==> src/rtl/ts_out_fmt.sv <==
module ts_out_fmt #(
  parameter int DW = 8
) (
  input  logic          clk,
  input  logic          rst_n,
  input  logic [DW-1:0] in_data,
  input  logic          in_sop,
  input  logic          in_err,
  input  logic          in_valid,
  output logic          in_ready,
  input  logic          cfg_serial,
  input  logic          cfg_inv_clk,
  input  logic          cfg_inv_valid,
  input  logic          cfg_inv_sync,
  input  logic          cfg_inv_err,
  input  logic          cfg_disable,
  output logic [DW-1:0] ts_data,
  output logic          ts_clk,
  output logic          ts_valid,
  output logic          ts_sync,
  output logic          ts_err
);
  localparam int CW = $clog2(DW);

  logic          phase_q;
  logic [DW-1:0] d_q;
  logic [DW-1:0] sh_q;
  logic [CW-1:0] bcnt_q;
  logic          v_q, s_q, e_q;
  logic          busy;

  assign busy     = cfg_serial && (bcnt_q != '0);
  assign in_ready = cfg_disable | (phase_q & ~busy);

  always_ff @(posedge clk or negedge rst_n) begin
    if (!rst_n) begin
      phase_q <= 1'b0;
      d_q     <= '0;
      sh_q    <= '0;
      bcnt_q  <= '0;
      v_q     <= 1'b0;
      s_q     <= 1'b0;
      e_q     <= 1'b0;
    end else if (cfg_disable) begin
      phase_q <= 1'b0;
      d_q     <= '0;
      sh_q    <= '0;
      bcnt_q  <= '0;
      v_q     <= 1'b0;
      s_q     <= 1'b0;
      e_q     <= 1'b0;
    end else begin
      phase_q <= ~phase_q;
      if (phase_q) begin
        if (busy) begin
          d_q    <= {{(DW-1){1'b0}}, sh_q[DW-1]};
          sh_q   <= {sh_q[DW-2:0], 1'b0};
          bcnt_q <= bcnt_q - 1'b1;
          v_q    <= 1'b1;
          s_q    <= 1'b0;
        end else if (in_valid) begin
          v_q <= 1'b1;
          s_q <= in_sop;
          if (in_sop) e_q <= in_err;
          if (cfg_serial) begin
            d_q    <= {{(DW-1){1'b0}}, in_data[DW-1]};
            sh_q   <= {in_data[DW-2:0], 1'b0};
            bcnt_q <= CW'(DW-1);
          end else begin
            d_q <= in_data;
          end
        end else begin
          v_q <= 1'b0;
          s_q <= 1'b0;
        end
      end
    end
  end

  assign ts_data  = cfg_disable ? '0   : d_q;
  assign ts_clk   = ~cfg_disable & (phase_q ^ cfg_inv_clk);
  assign ts_valid = ~cfg_disable & (v_q ^ cfg_inv_valid);
  assign ts_sync  = ~cfg_disable & (s_q ^ cfg_inv_sync);
  assign ts_err   = ~cfg_disable & (e_q ^ cfg_inv_err);
endmodule

==> config.mk <==
export PLATFORM = sky130hd
export DESIGN_NAME = ts_out_fmt
export DESIGN_NICKNAME = d
export VERILOG_FILES = /design/src/rtl/ts_out_fmt.sv
export SDC_FILE = /design/constraint.sdc
export NUM_CORES = 1
export LEC_CHECK = 0
export BUFFER_PORTS_ARGS = -buffer_cell sky130_fd_sc_hd__buf_2
export CAP_MARGIN = 20
export CORE_MARGIN = 5
export CORE_UTILIZATION = 51
export DETAILED_ROUTE_END_ITERATION = 8
export PLACE_DENSITY = 0.78
export SETUP_SLACK_MARGIN = 0.2
export SYNTH_ARGS = -nofsm -noshare
export SYNTH_HDL_FRONTEND = slang
export SYNTH_SLANG_ARGS = --single-unit
export TNS_END_PERCENT = 1
==> constraint.sdc <==
create_clock -name clk -period 2.05 [get_ports clk]
set_clock_uncertainty 0.2 [all_clocks]
set_input_delay 0.3075 -clock clk [delete_from_list [all_inputs] [get_ports clk]]
set_output_delay 0.3075 -clock clk [all_outputs]
set_load 0.02 [all_outputs]
== Yosys cells after proc, flatten, opt, wreduce, memory -nomap -nowiden ==
Index checks and enable logic that the tools add are counted.

* Add/sub/neg operators: 1
* Multipliers: 0
* Div/mod/pow operators: 0
* $lt $le $gt $ge: 0
* Equal/unequal tests: 1
* Shift operators: 0
* Multiplexer cells: 30
* Bitwise gates (word level): 13
* Reductions and logical operators: 10

{| class="wikitable"
|+ Operators with widths
! kind !! number
|-
| $mux 8 || 11
|-
| $mux 3 || 5
|-
| $mux 1 || 14
|-
| $reduce_bool 3->1 || 3
|-
| $reduce_bool 2->1 || 3
|-
| $and 1x1->1 || 5
|-
| $reduce_and 4->1 || 1
|-
| $xor 1x1->1 || 4
|-
| $not 1->1 || 3
|-
| $reduce_and 3->1 || 1
|-
| $sub 3x1->3 const B || 1
|-
| $ne 2x2->1 const B || 1
|-
| $reduce_and 2->1 || 1
|-
| $logic_and 1x1->1 || 1
|-
| $or 1x1->1 || 1
|}

* Bits in registers: 23
* Bits in latches: 0
* RAM bits: 0
* Memory bits (read-only): 0
* Memories kept: 0

== Logic depth before layout (Yosys ltp) ==
Gate-level depths: netlist (run 1).

* Depth in word-level cells: 5
* Depth in mapped cells: 7

== Worst setup path before layout (run 1) ==
OpenSTA, ideal clock, no wires.

* Path type: reg-to-output
* Start point: register bcnt_q[0]
* End point: output port in_ready
* Arrival time: 1,314 ps
* Path slack: 228 ps
* Stages on the path, launching flop included: 7
* Path through: dfrtp_1 inv_1 ha_1 ha_1 nand2b_1 buf_6 a21o_2

* Word-level cells in the longest chain between the ends: 5

{| class="wikitable"
|+ RTL lines
! what !! line !! text
|-
| from (decl) || 28 || <nowiki>logic [CW-1:0] bcnt_q;</nowiki>
|-
| from (signal assigned) || 58 || <nowiki>bcnt_q <= bcnt_q - 1'b1;</nowiki>
|-
| from (signal assigned) || 68 || <nowiki>bcnt_q <= CW'(DW-1);</nowiki>
|-
| $reduce_bool 3->1 || 32 || <nowiki>assign busy = cfg_serial && (bcnt_q != '0);</nowiki>
|-
| $logic_and 1x1->1 || 32 ||
|-
| $not 1->1 || 33 || <nowiki>assign in_ready = cfg_disable | (phase_q & ~busy);</nowiki>
|-
| $and 1x1->1 || 33 ||
|-
| $or 1x1->1 || 33 ||
|-
| to (decl) || 10 || <nowiki>output logic in_ready,</nowiki>
|}

Every way passes these cells.

== Worst setup path in the final report (run 1) ==
* Start point: register bcnt_q[1]
* End point: output port in_ready

The elaborated chain is that of the path after synthesis.

==> results by group, run 1 <==
Power and ir drop
  – Power Density: 621 nW/um2
  – Static leakage: ~0.00076 uW
  – VDD IR max: between 0.4 and 0.5 mV

GRT
  – Number of global-route vias before repair: 1093
  – Largest net degree at the start of global routing: 23
  – Initial antenna violation count: 0
  – First-pass GRT wire length: about 4700 um
  – GRT overflow: 0
  – GR Util All Layers: 17.2%

Critical path
  – Setup slack of the worst register-to-register path: 0.19 ns
  – Required time at the worst-slack endpoint: about 1.5 ns
  – Kind of end point of the critical path: primary output
  – Critical path arrival: 1.51 ns
  – Kind of launch point of the worst setup path: flip-flop
  – Worst Path Max Fanout: 2
  – Path type of the worst setup path: reg2out

Layout
  – Core occupancy in the finished layout: between 70 and 80%
  – Antenna diode count: 0
  – Share of cells above drive strength 1: 39.3%
  – Nets: 190
  – Non-Filler Instances: between 150 and 200
  – Total of fill cells in the finished design: between 150 and 200
  – Synth-to-layout area growth: 30.1%

STA
  – Max-Slew Margin vs Limit: 67.3%
  – Time the final worst path needs with I/O delays and setup: 2.01 ns
  – Final setup violation count: 0
  – RSZ-0062 raised after global routing: yes
  – Actual slew at the worst max-slew pin: 0.490 ns
  – Final critical-path share of the clock period: a little over nine tenths
  – Max-slew violations: 0
  – Number of endpoints with negative hold slack in the final report: 0
  – Max Clock Freq: 0.497 GHz

Routing
  – Avg Vias per Cell: 5.43
  – 1st-iter DRT viols: 27
  – Detail Route Antenna Nets: 0
  – Total iterations of the first detailed-routing run: 4
  – Post-detailed-route wirelength per cell: 14.7 um
  – DRC violation count after routing: 0
  – Detailed-route wire length: 2880 um
  – Total vias in the final route: 1064

Floorplan
  – Starting density of the core: 53.9%
  – Die span in y: 58.6 um
  – Die area: approximately 3400 um2
  – Floorplan core area: around 2200 um2
  – Die Width: 58.6 um
  – Boundary pin count: 32
  – Count of standard-cell rows: 17

Clocking
  – Clk root buf: sky130_fd_sc_hd__clkbuf_4
  – TritonCTS buffer count: 3
  – TritonCTS clock tree: built
  – Worst skew pair latency: ~0.3 ns
  – Maximum buffer depth of the clock tree: 2
  – Htree depth: 1
  – Clock-pin slew on the worst setup and hold paths: 0.12 ns
  – Count of clock tree sinks: 22

Hold path
  – Type of the worst min-delay path: in2reg

Synthesis
  – Mapped Nets: 154
  – Netlist area before placement: 1200 um2
  – Part of the Yosys area used for sequential elements: 45.7%
  – Post-synthesis register bit count: 22
  – Gate Count Post-Synth: 133
  – Average cell area after synthesis: 9.05 um2
  – YS warnings: 0
  – Number of distinct standard cells referenced by the synthesized netlist: 27

Run status
  – Run status: completed

Job
  – Number of maximum-capacitance constraint violations: 0

Placed design
  – Number of buffer cells added on primary ports: 31
  – Placed instance count: 188
  – RePlAce Congestion: 0.789
  – Detailed placement HPWL: roughly 1900 um
==> power by group <==
part | internal (uW) | total [uW] | switching (uW)
logic | 113 | 261 | 148
registers | 460 | 476 | 15.8
clock network | 108 | 236 | 127
total | 682 | 973 | 291
==> worst paths after layout <==
path                            start        to  cells past startpoint
setup / recovery            bcnt_q[1]  in_ready                      6
hold / removal             in_data[2]    d_q[2]                      3
setup reg to reg            bcnt_q[1]    d_q[6]                      7
hold reg to reg                d_q[2]    d_q[2]                      2
max in group asynchronous       rst_n   sh_q[2]                      2
min in group asynchronous       rst_n    d_q[7]                      2
==> stage by stage <==
step	hold slack [ns]	area [um2]	setup WS, ns	TNS, ns	power, uW
floorplan	-0.188	1200	0.228	0	624
global placement	0.0942	1370	0.144	0	685
detailed placement	0.0962	1370	0.111	0	692
CTS	0.0441	1460	0.0187	0	942
global route	0.0467	1570	-0.00722	-0.00722	1020
finish	0.0461	1570	0.0360	0	973
==> kinds of logic after synthesis <==
| logic type | Yosys count | synth area share (%) |
|---|---|---|
| simple gates | 50 | 18.9 |
| compound gates | 27 | 15.3 |
| flops | 22 | 45.7 |
| buf+inv | 19 | 7.59 |
| mux | 9 | 7.48 |
| xor+xnor | 4 | 2.91 |
| fa+ha+maj | 2 | 2.08 |
==> sequential cells by signal, indices dropped and copies added, names as in the netlist <==
signal and count:
phase_q 1, bcnt_q 3, v_q 1, s_q 1, d_q 8, sh_q 7, e_q 1
==> cells in the final DEF (no fill, tap or decap), types with 2 or more instances in the layout <==
| cell type | instances |
|---|---|
| sky130_fd_sc_hd__mux2i_1 | 9 |
| sky130_fd_sc_hd__nand2b_1 | 4 |
| sky130_fd_sc_hd__a21oi_1 | 13 |
| sky130_fd_sc_hd__inv_1 | 9 |
| sky130_fd_sc_hd__nand2_1 | 16 |
| sky130_fd_sc_hd__a311oi_2 | 8 |
| sky130_fd_sc_hd__nand4_1 | 2 |
| sky130_fd_sc_hd__xnor2_1 | 4 |
| sky130_fd_sc_hd__o21ai_0 | 2 |
| sky130_fd_sc_hd__nor2b_1 | 2 |
| sky130_fd_sc_hd__dfrtp_1 | 22 |
| sky130_fd_sc_hd__inv_2 | 2 |
| sky130_fd_sc_hd__buf_2 | 30 |
| sky130_fd_sc_hd__buf_6 | 2 |
| sky130_fd_sc_hd__buf_4 | 6 |
| sky130_fd_sc_hd__nor2_1 | 15 |
| sky130_fd_sc_hd__ha_4 | 2 |
| sky130_fd_sc_hd__nand2_2 | 5 |
| sky130_fd_sc_hd__clkbuf_4 | 3 |
==> layout make-up <==
type	count	area, um2	share of cell area, %
multi-input combinational	92	676	43.1
sequential	22	551	35.1
timing repair buffer	39	228	14.5
inverter	11	41.3	2.64
clock buffer	4	36.3	2.32
tap	28	35.0	2.24
==> routing by layer <==
layer / up-vias / routed length, um / GRT usage, %
met5: - / 0 / 0
met4: 0 / 29 / 4.85
met3: 4 / 176 / 2.19
met2: 30 / 1470 / 30.0
met1: 515 / 1200 / 22.5
li1: 515 / - / -
==> what timing repair did <==
| action | 4_1_cts | 5_1_grt |
|---|---|---|
| gates resized for setup | 7 | 21 |
| buffers inserted | 2 | 1 |
| setup endpoints to repair | 16 | 19 |
| pin swaps | 3 | 11 |
| hold endpoints to repair | 22 | 0 |
| hold buffers | 1 | 0 |
==> synthesized netlist by cell type (all sizes together) <==
| cell | number | area share, % |
|---|---|---|
| a21oi | 14 | 6.8 |
| a311oi | 8 | 5.8 |
| dfrtp | 22 | 46 |
| clkbuf | 2 | 0.73 |
| ha | 2 | 2.1 |
| buf | 6 | 3.4 |
| nor2b | 3 | 1.8 |
| inv | 11 | 3.4 |
| or2b | 1 | 0.62 |
| nand2 | 21 | 6.5 |
| and2 | 1 | 0.52 |
| nand3 | 1 | 0.42 |
| mux2i | 9 | 7.5 |
| a22o | 1 | 0.73 |
| nor4b | 1 | 0.73 |
| nand4 | 2 | 1.0 |
| nor2 | 15 | 4.7 |
| o21ai | 3 | 1.2 |
| nand2b | 5 | 2.6 |
| xnor2 | 4 | 2.9 |
| a21o | 1 | 0.73 |
==> worst max-delay path: stages, from the launching register on <==
cell	delay, ns
sky130_fd_sc_hd__dfrtp_1	0.38
sky130_fd_sc_hd__inv_2	0.05
sky130_fd_sc_hd__ha_4	0.16
sky130_fd_sc_hd__ha_4	0.16
sky130_fd_sc_hd__nand2b_4	0.13
sky130_fd_sc_hd__a21o_2	0.19
sky130_fd_sc_hd__buf_6	0.13
Power figures use the tool's default switching activity.
==> run 2, diff against run 1 <==
--- a/config.mk
+++ b/config.mk
@@ -5,12 +5,13 @@
 export SDC_FILE = /design/constraint.sdc
 export NUM_CORES = 1
 export LEC_CHECK = 0
+export ABC_AREA = 1
 export BUFFER_PORTS_ARGS = -buffer_cell sky130_fd_sc_hd__buf_2
 export CAP_MARGIN = 20
 export CORE_MARGIN = 5
-export CORE_UTILIZATION = 51
+export CORE_UTILIZATION = 53
 export DETAILED_ROUTE_END_ITERATION = 8
-export PLACE_DENSITY = 0.78
+export PLACE_DENSITY = 0.79
 export SETUP_SLACK_MARGIN = 0.2
 export SYNTH_ARGS = -nofsm -noshare
 export SYNTH_HDL_FRONTEND = slang
==> results by group, run 2 <==
Critical path
  – Crit-path most repeated cell: sky130_fd_sc_hd__ha_4
  – Required time at the worst-slack endpoint: about 1.5 ns
  – Kind of launch point of the worst setup path: flip-flop
  – Kind of end point of the critical path: primary output
  – Worst path buffer plus inverter count: 3
  – CP top delay family: flip-flops
  – Path type of the worst setup path: reg2out
  – Worst Path Max Fanout: 2
  – Worst stage delay on the critical path: 0.40 ns
  – Critical path arrival: 1.50 ns
  – Ordered list of cells on the worst path: inv_2 -> ha_4 -> ha_4 -> inv_4 -> nand2_4 -> nor2_4 -> nor2_2 -> buf_6
  – Worst-path cell with the longest stage delay: sky130_fd_sc_hd__dfrtp_1

Hold path
  – Type of the worst min-delay path: in2reg

Placed design
  – Detailed placement HPWL: 2140 um
  – Dpl cell area: about 1500 um2
  – RePlAce Congestion: 0.872
  – Placed instance count: 231
  – Setup WS pre-CTS: roughly 0.13 ns
  – Number of buffer cells added on primary ports: 31

Synthesis
  – Post-synthesis async set-or-reset flop share: 100%
  – Post-synthesis register bit count: 22
  – Leading cell types by count after synthesis: sky130_fd_sc_hd__nand2_1 (65), sky130_fd_sc_hd__dfrtp_1 (22), sky130_fd_sc_hd__inv_1 (17), sky130_fd_sc_hd__nor2_1 (13), sky130_fd_sc_hd__o21ai_2 (11)
  – Biggest area contributors in the synthesized netlist: sky130_fd_sc_hd__dfrtp_1 (40%), sky130_fd_sc_hd__nand2_1 (18%), sky130_fd_sc_hd__o21ai_2 (7.1%)
  – YS warnings: 0
  – Netlist area before placement: roughly 1400 um2
  – Post-synthesis cell type with the largest combined area: sky130_fd_sc_hd__dfrtp_1
  – Most used flip-flop cell after synthesis: sky130_fd_sc_hd__dfrtp_1
  – Gate Count Post-Synth: 174
  – EDFF count, synth: 0
  – Fraction of synthesized cell area taken by the top area cell type: 40.3%
  – Mapped Nets: ~200
  – Most frequently used cell type in the post-synthesis netlist: sky130_fd_sc_hd__nand2_1
  – Average cell area after synthesis: 7.85 um2
  – Part of the Yosys area used for sequential elements: 40.3%
  – Number of distinct standard cells referenced by the synthesized netlist: 21

Clocking
  – TritonCTS buffer count: 3
  – Maximum buffer depth of the clock tree: 2
  – Count of clock tree sinks: 22
  – TritonCTS clock tree: built
  – Clk root buf: sky130_fd_sc_hd__clkbuf_4
  – Clock-pin slew on the worst setup and hold paths: ~0.13 ns
  – Worst skew pair latency: ~0.32 ns
  – Htree depth: 1

Layout
  – Nets: 236
  – Non-Filler Instances: 244
  – Antenna diode count: 0
  – Synth-to-layout area growth: 23.6%
  – Final cell area excluding filler cells: 1690 um2
  – Most frequent cells in the layout: sky130_fd_sc_hd__nand2_1 (65), sky130_fd_sc_hd__buf_2 (30), sky130_fd_sc_hd__dfrtp_1 (22)
  – Share of cells above drive strength 1: 36.4%
  – Largest register FFs: 8
  – Registers with the highest flip-flop counts: d_q x8, sh_q x7, bcnt_q x3
  – Total of fill cells in the finished design: 220
  – Register ranked first by flip-flop count: d_q
  – Most common library cell in the layout ignoring fill and taps: sky130_fd_sc_hd__nand2_1

Floorplan
  – Die span in y: 60.8 um
  – Die area: 3690 um2
  – Count of standard-cell rows: 18
  – Starting density of the core: roughly 55%
  – Floorplan core area: 2480 um2
  – Boundary pin count: 32
  – Die Width: 60.8 um

Routing
  – Met3 wirelength from detailed routing: 137 um
  – Total iterations of the first detailed-routing run: 4
  – Post-detailed-route wirelength per cell: 12.7 um
  – Total vias in the final route: around 1200
  – Wl on met1: 1290 um
  – 1st-iter DRT viols: just under 50
  – Detail Route Antenna Nets: 0
  – Uppermost signal routing layer after detailed routing: met4
  – Avg Vias per Cell: 4.96
  – Detailed-route wire length: 3090 um
  – Met2 WL post-DR: 1610 um
  – DRC violation count after routing: 0

GRT
  – Number of global-route vias before repair: ~1200
  – Initial antenna violation count: 0
  – GRT overflow: 0
  – GR Util All Layers: 17.4%
  – Largest net degree at the start of global routing: 23
  – First-pass GRT wire length: 4820 um

STA
  – Actual slew at the worst max-slew pin: approximately 0.50 ns
  – Max Clock Freq: 0.497 GHz
  – Final setup violation count: 0
  – RSZ-0062 raised after global routing: yes
  – Final critical-path share of the clock period: 98.2%
  – Max-slew violations: 0
  – Max-Slew Margin vs Limit: between 60% and 70%
  – Number of endpoints with negative hold slack in the final report: 0
  – Time the final worst path needs with I/O delays and setup: 2.01 ns
  – Worst Hold Margin: 0.0518 ns
  – Setup WS post-layout: 0.0376 ns

Power and ir drop
  – Power after layout: 1320 uW
  – Share of total power consumed by net switching: 33.4%
  – Power Density: 782 nW/um2
  – Relative contribution of sequential cells to total power: between 40% and 50%
  – VDD IR max: 0.628 mV
  – Net Sw Power: about 440 uW
  – Relative contribution of the clock network to total power: between 20% and 30%
  – Combinational Power Share: 33.7%
  – Internal power consumption: between 800 and 900 uW
  – Static leakage: 0.000890 uW

Job
  – Number of maximum-capacitance constraint violations: 0

Run status
  – Run status: completed
==> run 2: cell types whose count changed in the layout (fill, tap and decap cells not counted), moves of 4 or more <==
cell	previous run	this run
sky130_fd_sc_hd__nand2_1	16	65
sky130_fd_sc_hd__o21ai_2	1	11
sky130_fd_sc_hd__a21oi_1	13	4
sky130_fd_sc_hd__mux2i_1	9	0
sky130_fd_sc_hd__nand3_1	1	10
sky130_fd_sc_hd__a311oi_2	8	0
sky130_fd_sc_hd__inv_1	9	14
sky130_fd_sc_hd__nor2_4	0	5
sky130_fd_sc_hd__buf_4	6	10
sky130_fd_sc_hd__nand2b_1	4	0
==> run 2: routing by layer <==
layer / global-route usage, % / up-vias
li1: - / 618
met1: 18.8 / 558
met2: 32.2 / 27
met3: 3.19 / 7
met4: 8.67 / 0
met5: 0 / -
==> run 2: worst paths after layout <==
check / startpoint / to / slack, ns / cells after the start
setup / recovery: bcnt_q[1] / in_ready / 0.04 / 8
hold / removal: in_data[5] / d_q[5] / 0.05 / 3
setup reg to reg: bcnt_q[1] / d_q[5] / 0.16 / 11
hold reg to reg: d_q[4] / d_q[4] / 0.30 / 2
max in group asynchronous: rst_n / d_q[5] / 1.04 / 2
min in group asynchronous: rst_n / bcnt_q[0] / 0.27 / 2
==> run 2: repair_timing <==
action	CTS	global route
buffers inserted	5	3
setup endpoints to repair	19	19
hold endpoints to repair	22	0
hold buffers	1	0
gates resized for setup	11	2
pin swaps	3	4
==> run 2: cell type report <==
type	count	area, um2	area share (%)
Tap cell	30	37.5	2.22
Inverter	19	73.8	4.37
Multi-Input combinational cell	127	728	43.1
Timing Repair Buffer	42	246	14.6
Clock buffer	3	22.5	1.33
Sequential cell	22	551	32.6
Clock inverter	1	30.0	1.78
==> run 2: per-stage QoR <==
step / util [%] / TNS, ns
6_report: 68.2 / 0
5_1_grt: 68.2 / -0.0356
4_1_cts: 66.6 / 0
3_5_place_dp: 61.1 / 0
3_3_place_gp: 61.1 / 0
2_1_floorplan: - / 0
==> run 2: power groups by stage <==
stage	sequential [uW]	combinational [uW]	clock [uW]
final	531	445	345
after global routing	538	489	369
after CTS	530	415	349
after detailed placement	537	345	0
after global placement	533	332	0
after floorplan	527	272	0
==> run 2: logic make-up after synthesis <==
kind of cell	after synthesis	synth area share (%)
AO/OA/AOI/OAI	20	10.3
XOR/XNOR	1	0.641
adder cells (fa/ha/maj)	2	1.83
buffers and inverters	25	9.71
flip-flops	22	40.3
AND/OR/NAND/NOR	104	37.2
==> run 2: worst reg2reg max path: cells and delay by family (launching register included) <==
family,cells,cell delay (ns)
flops,1,0.40
simple gates,4,0.37
buf+inv,4,0.44
compound gates,1,0.05
fa+ha+maj,2,0.32
==> run 3, diff against run 2 <==
--- a/config.mk
+++ b/config.mk
@@ -8,10 +8,12 @@
 export ABC_AREA = 1
 export BUFFER_PORTS_ARGS = -buffer_cell sky130_fd_sc_hd__buf_2
 export CAP_MARGIN = 20
+export CELL_PAD_IN_SITES_DETAIL_PLACEMENT = 1
+export CELL_PAD_IN_SITES_GLOBAL_PLACEMENT = 1
 export CORE_MARGIN = 5
-export CORE_UTILIZATION = 53
+export CORE_UTILIZATION = 38
 export DETAILED_ROUTE_END_ITERATION = 8
-export PLACE_DENSITY = 0.79
+export PLACE_DENSITY_LB_ADDON = 0.1
 export SETUP_SLACK_MARGIN = 0.2
 export SYNTH_ARGS = -nofsm -noshare
 export SYNTH_HDL_FRONTEND = slang
==> results by group, run 3 (synthesized netlist as in run 2, its figures left out) <==
GRT
  – Initial antenna violation count: 0
  – Number of global-route vias before repair: 1287
  – Largest net degree at the start of global routing: 23
  – GR Util All Layers: 14.7%
  – First-pass GRT wire length: 5910 um
  – GRT overflow: 0

Floorplan
  – Die Width: 70.0 um
  – Starting density of the core: 40.0%
  – Die area: 4890 um2
  – Die span in y: between 60 and 70 um
  – Count of standard-cell rows: 21
  – Boundary pin count: 32
  – Floorplan core area: 3420 um2

Critical path
  – Kind of launch point of the worst setup path: flip-flop
  – Ordered list of cells on the worst path: inv_2 -> ha_4 -> ha_4 -> inv_4 -> nand2_4 -> nor2_4 -> nor2_2 -> buf_6
  – Crit-path most repeated cell: sky130_fd_sc_hd__ha_4
  – Worst stage delay on the critical path: 0.40 ns
  – Worst Path Max Fanout: 2
  – CP top delay family: flip-flops
  – Path type of the worst setup path: reg2out
  – Worst path buffer plus inverter count: 3
  – Kind of end point of the critical path: primary output
  – Worst-path cell with the longest stage delay: sky130_fd_sc_hd__dfrtp_1
  – Critical path arrival: 1.51 ns
  – Required time at the worst-slack endpoint: 1.54 ns

STA
  – Max-slew violations: 0
  – Actual slew at the worst max-slew pin: 0.503 ns
  – Final setup violation count: 0
  – Max Clock Freq: 0.495 GHz
  – Final critical-path share of the clock period: 98.5%
  – RSZ-0062 raised after global routing: yes
  – Worst Hold Margin: 0.0549 ns
  – Number of endpoints with negative hold slack in the final report: 0
  – Max-Slew Margin vs Limit: 66.5%
  – Time the final worst path needs with I/O delays and setup: between 2 and 2.5 ns

Layout
  – Synth-to-layout area growth: 24.0%
  – Antenna diode count: 0
  – Multi-input logic area: 733 um2
  – Nets: 235
  – Most frequent cells in the layout: sky130_fd_sc_hd__nand2_1 (65), sky130_fd_sc_hd__buf_2 (30), sky130_fd_sc_hd__dfrtp_1 (22)
  – Total of fill cells in the finished design: about 450
  – Core occupancy in the finished layout: 49.6%
  – Area taken by flip-flops and latches: 551 um2
  – Registers with the highest flip-flop counts: d_q x8, sh_q x7, bcnt_q x3
  – Share of cells above drive strength 1: a little over a third
  – Register ranked first by flip-flop count: d_q
  – Most common library cell in the layout ignoring fill and taps: sky130_fd_sc_hd__nand2_1
  – Largest register FFs: 8
  – Final cell area excluding filler cells: 1690 um2

Placed design
  – Detailed placement HPWL: between 2000 and 3000 um
  – Number of buffer cells added on primary ports: 31
  – Dpl cell area: 1530 um2
  – RePlAce Congestion: between 0.7 and 0.8

Job
  – Number of maximum-capacitance constraint violations: 0

Clocking
  – Maximum buffer depth of the clock tree: 2
  – Htree depth: 1
  – Clock-pin slew on the worst setup and hold paths: approximately 0.13 ns
  – Count of clock tree sinks: 22
  – TritonCTS buffer count: 3
  – Worst skew pair latency: 0.31 ns
  – Clk root buf: sky130_fd_sc_hd__clkbuf_4
  – TritonCTS clock tree: built

Routing
  – DRC violation count after routing: 0
  – Detailed-route wire length: about 3400 um
  – Post-detailed-route wirelength per cell: 13.0 um
  – Total vias in the final route: 1199
  – Detail Route Antenna Nets: 0
  – Total iterations of the first detailed-routing run: 4
  – Avg Vias per Cell: 4.63
  – 1st-iter DRT viols: 39

Power and ir drop
  – Static leakage: between 0.0008 and 0.0009 uW
  – Power Density: 727 nW/um2
  – VDD IR max: 0.349 mV

Run status
  – Run status: completed

Hold path
  – Type of the worst min-delay path: in2reg
[run 3: changes by cell type in the layout (fill, tap and decap cells not counted)]
cell,before,now
sky130_fd_sc_hd__nor2_4,5,6
sky130_fd_sc_hd__bufinv_16,1,0
sky130_fd_sc_hd__buf_6,1,2
sky130_fd_sc_hd__clkbuf_8,0,1
sky130_fd_sc_hd__buf_4,10,8
sky130_fd_sc_hd__nor2_2,3,2
[run 3: metal layers]
layer	up-vias	track usage, %	wire length [um]
li1	620	-	-
met1	556	18.6	1520
met2	17	25.1	1730
met3	6	2.58	81
met4	0	5.32	51
met5	-	0	0
[run 3: where the power goes]
part / total, uW / internal, uW / switching, uW
clock network: 250 / 109 / 142
registers: 530 / 493 / 37.6
logic: 451 / 191 / 259
total: 1230 / 793 / 439
[run 3: worst paths after layout]
kind                       startpoint  slack, ns       end  depth (start not counted)
setup / recovery            bcnt_q[1]       0.03  in_ready                          8
hold / removal             in_data[1]       0.05    d_q[1]                          3
setup reg to reg            bcnt_q[1]       0.25    d_q[5]                         10
hold reg to reg               sh_q[5]       0.29   sh_q[5]                          2
max in group asynchronous       rst_n       1.04    d_q[3]                          2
min in group asynchronous       rst_n       0.27       e_q                          2
[run 3: cell type report]
cell class | count | area share [%]
clock buffer | 4 | 2.14
tap | 46 | 3.40
sequential | 22 | 32.5
multi-input combinational | 127 | 43.3
inverter | 19 | 4.36
timing repair buffer | 41 | 14.3
[run 3: worst register-to-register path, cell delays in order, from the launching register on]
cell	delay, ns
sky130_fd_sc_hd__dfrtp_1	0.42
sky130_fd_sc_hd__inv_2	0.08
sky130_fd_sc_hd__ha_4	0.14
sky130_fd_sc_hd__ha_4	0.14
sky130_fd_sc_hd__inv_4	0.04
sky130_fd_sc_hd__nand2_4	0.07
sky130_fd_sc_hd__buf_4	0.19
sky130_fd_sc_hd__nand3_4	0.14
sky130_fd_sc_hd__nand2_8	0.17
sky130_fd_sc_hd__nand2_1	0.09
sky130_fd_sc_hd__o21ai_2	0.06
[run 3: through the flow]
step | setup slack [ns] | setup TNS, ns | total power, uW | std cells
after CTS | -0.00973 | -0.00973 | 1190 | 256
final | 0.0317 | 0 | 1230 | 259
after global placement | 0.225 | 0 | 869 | 247
after global routing | -0.0466 | -0.0466 | 1330 | 259
after detailed placement | 0.171 | 0 | 886 | 247
after floorplan | 0.272 | 0 | 800 | 174
[run 3: repair_timing]
item	CTS	global route
gates resized for setup	6	9
hold buffers	1	0
endpoints found under the setup margin	2	21
gates cloned	0	0
buffers inserted	4	3
pin swaps	3	21
endpoints found under the hold margin	22	0
